==> src/rtl/clkstop_pkg.sv <==
package clkstop_pkg;

  typedef struct packed {
    logic t;
    logic c;
    logic dt;
    logic dc;
  } legs_t;

  // request as seen internally: 1 means "stop wanted"
  function automatic logic req_level(input logic raw, input logic act_high);
    return act_high ? raw : ~raw;
  endfunction

  // leg values for one lane from its run flag, the phase, enable and mode
  function automatic legs_t lane_legs(input logic run, input logic ph,
                                      input logic oe, input logic pf);
    legs_t l;
    if (!oe) begin
      l = '0;
    end else if (run) begin
      l.t = ph; l.c = ~ph; l.dt = 1'b1; l.dc = 1'b1;
    end else begin
      l.t = ~pf; l.c = 1'b0; l.dt = ~pf; l.dc = 1'b0;
    end
    return l;
  endfunction

endpackage

==> src/rtl/clkstop_sync.sv <==
module clkstop_sync #(
  parameter int STAGES = 2
) (
  input  logic clk,
  input  logic rst_n,
  input  logic d,
  output logic q
);
  logic [STAGES-1:0] chain;

  always_ff @(posedge clk or negedge rst_n) begin
    if (!rst_n) chain <= '0;
    else        chain <= {chain[STAGES-2:0], d};
  end

  assign q = chain[STAGES-1];
endmodule

==> src/rtl/clkstop_debounce.sv <==
module clkstop_debounce (
  input  logic clk,
  input  logic rst_n,
  input  logic strobe,
  input  logic lvl,
  output logic samp,
  output logic acc
);
  always_ff @(posedge clk or negedge rst_n) begin
    if (!rst_n) begin
      samp <= 1'b0;
      acc  <= 1'b0;
    end else if (strobe) begin
      samp <= lvl;
      if (lvl == samp) acc <= lvl;
    end
  end
endmodule

==> src/rtl/clkstop_lane.sv <==
module clkstop_lane
  import clkstop_pkg::*;
(
  input  logic clk,
  input  logic rst_n,
  input  logic ph,
  input  logic stop_acc,
  input  logic stoppable,
  input  logic oe,
  input  logic park_float,
  output logic run,
  output logic t,
  output logic c,
  output logic dt,
  output logic dc
);
  logic  halt;
  legs_t legs;

  assign halt = stop_acc & stoppable;

  always_ff @(posedge clk or negedge rst_n) begin
    if (!rst_n)                  run <= 1'b1;
    else if (run && halt && ph)  run <= 1'b0;   // freeze with true leg high
    else if (!run && !halt && !ph) run <= 1'b1; // resume as phase rises
  end

  assign legs = lane_legs(run, ph, oe, park_float);
  assign t  = legs.t;
  assign c  = legs.c;
  assign dt = legs.dt;
  assign dc = legs.dc;
endmodule

==> src/rtl/clkstop_ctrl.sv <==
module clkstop_ctrl
  import clkstop_pkg::*;
#(
  parameter int N_OUT       = 4,
  parameter int SYNC_STAGES = 2
) (
  input  logic             clk,
  input  logic             rst_n,
  input  logic             stop_req_in,
  input  logic             stop_act_high,
  input  logic [N_OUT-1:0] lane_oe,
  input  logic [N_OUT-1:0] lane_stoppable,
  input  logic             park_float,
  output logic [N_OUT-1:0] out_t,
  output logic [N_OUT-1:0] out_c,
  output logic [N_OUT-1:0] drv_t,
  output logic [N_OUT-1:0] drv_c
);
  logic             ph_q;
  logic             req_lvl;
  logic             sync_lvl;
  logic             cmp_strobe;
  logic             samp_q;
  logic             acc_q;
  logic [N_OUT-1:0] run_q;

  assign req_lvl = req_level(stop_req_in, stop_act_high);

  always_ff @(posedge clk or negedge rst_n) begin
    if (!rst_n) ph_q <= 1'b0;
    else        ph_q <= ~ph_q;
  end

  // complement leg rises at the edge where the phase leaves 1
  assign cmp_strobe = ph_q;

  clkstop_sync #(.STAGES(SYNC_STAGES)) u_sync (
    .clk(clk), .rst_n(rst_n), .d(req_lvl), .q(sync_lvl)
  );

  clkstop_debounce u_deb (
    .clk(clk), .rst_n(rst_n), .strobe(cmp_strobe), .lvl(sync_lvl),
    .samp(samp_q), .acc(acc_q)
  );

  for (genvar i = 0; i < N_OUT; i++) begin : g_lane
    clkstop_lane u_lane (
      .clk(clk), .rst_n(rst_n), .ph(ph_q), .stop_acc(acc_q),
      .stoppable(lane_stoppable[i]), .oe(lane_oe[i]), .park_float(park_float),
      .run(run_q[i]), .t(out_t[i]), .c(out_c[i]), .dt(drv_t[i]), .dc(drv_c[i])
    );
  end
endmodule

==> config.mk <==
export PLATFORM = sky130hd
export DESIGN_NAME = clkstop_ctrl
export DESIGN_NICKNAME = d
export VERILOG_FILES = /design/src/rtl/clkstop_pkg.sv /design/src/rtl/clkstop_sync.sv /design/src/rtl/clkstop_debounce.sv /design/src/rtl/clkstop_lane.sv /design/src/rtl/clkstop_ctrl.sv
export SDC_FILE = /design/constraint.sdc
export NUM_CORES = 1
export LEC_CHECK = 0
export ABC_AREA = 1
export BUFFER_PORTS_ARGS = -buffer_cell sky130_fd_sc_hd__buf_2
export CAP_MARGIN = 10
export CORE_ASPECT_RATIO = 1.1
export CORE_UTILIZATION = 35
export DETAILED_ROUTE_END_ITERATION = 16
export PLACE_DENSITY = 0.66
export SLEW_MARGIN = 40
export SYNTH_ARGS = -nofsm -noshare
export SYNTH_HDL_FRONTEND = slang
export SYNTH_SLANG_ARGS = --single-unit
export TNS_END_PERCENT = 1
==> constraint.sdc <==
create_clock -name clk -period 1.7 [get_ports clk]
set_input_delay 0.085 -clock clk [delete_from_list [all_inputs] [get_ports clk]]
set_output_delay 0.085 -clock clk [all_outputs]
set_load 0.05 [all_outputs]
==> impl_metrics.env <==
export IMPL_dpl_cell_area_um2=664
export IMPL_p_leak_nw=0.440
export IMPL_path_buf_inv=3
export IMPL_slew_violations=0
export IMPL_syn_instance_count=84
export IMPL_core_um2=1630
export IMPL_clock_skew_ns=0.00188
export IMPL_grt_pass1_wl_um=1470
export IMPL_via_count=518
export IMPL_grt_use_met1=0.117
export IMPL_seqCellArea_um2=230
export IMPL_cp_start_kind="flop"
export IMPL_final_nets=114
export IMPL_wl_per_cell_um=8.73
export IMPL_critical_path_top_delay_family="buffers and inverters"
export IMPL_max_cap_violations=0
export IMPL_max_clock_freq_ghz=0.672
export IMPL_min_path_cells=2
export IMPL_status="complete, no violations"
export IMPL_antennaDiodeCount=0
export IMPL_drt_total_wl_um=1020
export IMPL_ys_seq_area_frac=0.363
export IMPL_rsz0062_at_grt="no"
export IMPL_holdPathEnd="u_sync.chain[0]"
export IMPL_grt_max_degree=12
export IMPL_rows=15
export IMPL_worstHoldStart="stop_req_in"
export IMPL_r2r_start="cmp_strobe"
export IMPL_initial_core_util=0.389
export IMPL_drt_iter0_drc=10
export IMPL_multi_input_area_um2=216
export IMPL_cp_required_ns=1.62
export IMPL_fin_tns_setup_ns=0
export IMPL_timing_rr_end="g_lane[3].u_lane.run"
export IMPL_place_congestion=0.773
export IMPL_grt_overflow_total=0
export IMPL_yosys_cell_types_count=14
export IMPL_via_per_inst=4.43
export IMPL_max_stage_delay_ns=0.45
export IMPL_drc_errors=0
export IMPL_crit_type="reg -> out"
export IMPL_antenna_found_initial=0
export IMPL_gr_max_usage_layer="met2"
export IMPL_h_tree_depth=1
export IMPL_yosys_area_top_type_share=0.197
export IMPL_finalHoldViolCount=0
export IMPL_yosysWarnings=0
export IMPL_relSlewSlack=0.818
export IMPL_cp_depth=5
export IMPL_netlist_area_um2=634
export IMPL_portBuffers=28
export IMPL_grt_util_all_layers=0.100
export IMPL_cpMaxStageDelayCell="dfrtp_1"
export IMPL_synth_seq_cells=9
export IMPL_clk_pin_slew_worst_paths_ns=0.06
export IMPL_antenna_left=0
export IMPL_cp_max_fo=11
export IMPL_peakVddDrop_mv=0.597
export IMPL_area_growth_synth_to_final_pct=10.5
export IMPL_tightest_slew_ns=0.272
export IMPL_fillCellCount=168
export IMPL_cp_cell_sequence="inv_2 -> nand2_1 -> inv_1 -> a21oi_1 -> buf_2"
export IMPL_cts_sinks=9
export IMPL_setup_worst_path_end_class="output pin"
export IMPL_finalSetupViolations=0
export IMPL_grt_pass1_vias=384
export IMPL_synth_top_cell_by_area="dfrtp_1"
export IMPL_hold_class="in -> reg"
export IMPL_post_cts_resized=0
export IMPL_timing_final_crit_period_ns=1.49
export IMPL_fin_crit_sh=0.876
export IMPL_synthesis_nets=97
export IMPL_grt_use_met3=0.0510
export IMPL_dieArea_um2=1990
export IMPL_grt_use_met2=0.178
export IMPL_clk_path_buf_depth=2
export IMPL_drive_above_1_share=0.460
export IMPL_postLayoutCoreUtil=0.429
export IMPL_p_per_area_nw_per_um2=922
export IMPL_synth_area_leaders="dfrtp_1, buf_4, dfstp_2"
export IMPL_numCtsBuffers=3
export IMPL_arrival_ns=1.40
export IMPL_dr_pass1_iters=3
export IMPL_rr_worst_depth=3
export IMPL_rrSetupSlack_ns=0.66
export IMPL_ioPinCount=29
export IMPL_worstSkewPairLatency_ns=0.25
export IMPL_design_area_um2=701
export IMPL_cts_tree="yes"
export IMPL_die_w_um=42.6
export IMPL_synth_avg_cell_area_um2=7.55
export IMPL_die_y_um=46.7
export IMPL_hpwl_um=806
export IMPL_clock_root_buffer="clkbuf_4"
## per-layer routing
layer | vias up | share of wire
li1 | 268 | -
met1 | 229 | 0.44
met3 | 0 | 0.071
met2 | 21 | 0.49
met5 | - | 0
met4 | 0 | 0
## synthesized netlist by cell type
master    n
dfrtp_1   5
inv_2     4
o21ai_0   1
dfstp_2   4
buf_4    16
xnor2_1   1
nand2_1  21
a21oi_2   3
nor2_1    8
o21ai_2   1
inv_1    11
a21oi_1   5
nand2_4   3
buf_6     1
## repair_timing
action / 4_1_cts / 5_1_grt
buffers inserted: 0 / 0
endpoints found under the hold margin: 9 / 0
hold buffers: 1 / 0
## registers in the layout, summed over array words and instances, names as in the netlist
name and cells:
cmp_strobe 1, u_deb.acc 1, u_sync.chain 2, u_deb.samp 1, g_lane.u_lane.run 4
## worst max-delay path by stage
stage,endpoint,slack [ns],start
floorplan,out_t[0],0.64,g_lane[0].u_lane.run
global placement,out_t[3],0.53,cmp_strobe
detailed placement,out_t[3],0.48,cmp_strobe
CTS,out_t[3],0.20,cmp_strobe
global route,out_t[3],0.03,cmp_strobe
finish,out_t[3],0.21,cmp_strobe
## through the flow
| stage | setup WS, ns | std cells | hold slack [ns] | total power, mW |
|---|---|---|---|---|
| floorplan | 0.644 | 84 | -0.211 | 0.472 |
| global placement | 0.532 | 112 | -0.0582 | 0.486 |
| CTS | 0.197 | 117 | 0.00201 | 0.657 |
| global route | 0.0293 | 117 | 0.0000929 | 0.682 |
| detailed placement | 0.484 | 112 | -0.0549 | 0.489 |
| finish | 0.211 | 117 | 0.00537 | 0.646 |
## layout make-up
cell class	count	share of cell area
flip-flops and latches	9	0.329
clock buffers	4	0.0375
well taps	17	0.0304
inverters	15	0.0804
repair buffers	29	0.214
multi-input cells	43	0.309
## kinds of logic (layout without fill, tap and decap cells)
family,after synthesis,after routing,synth area share
AO/OA/AOI/OAI,10,10,0.103
AND/OR/NAND/NOR,32,32,0.225
XOR/XNOR,1,1,0.0138
buffers and inverters,32,48,0.296
flip-flops,9,9,0.363
## worst register-to-register path, stage by stage (launching register included)
cell	delay, ns
dfrtp_1	0.44
inv_2	0.25
nand2_1	0.11
a21oi_1	0.16
## placed cells by master, fill, tap and decap left out, drive strengths merged
| master | count |
|---|---|
| a21oi | 8 |
| dfstp | 4 |
| dlygate4sd3 | 1 |
| o21ai | 2 |
| xnor2 | 1 |
| nand2 | 24 |
| dfrtp | 5 |
| inv | 15 |
| nor2 | 8 |
| buf | 28 |
| clkbuf | 4 |
## report_power, final
part	switching [mW]	leakage [nW]	internal (mW)
Clock	0.0699	0.0150	0.0902
Combinational	0.158	0.328	0.0599
Sequential	0.0230	0.0973	0.245
Total	0.251	0.440	0.395
Power figures use the tool's default switching activity.
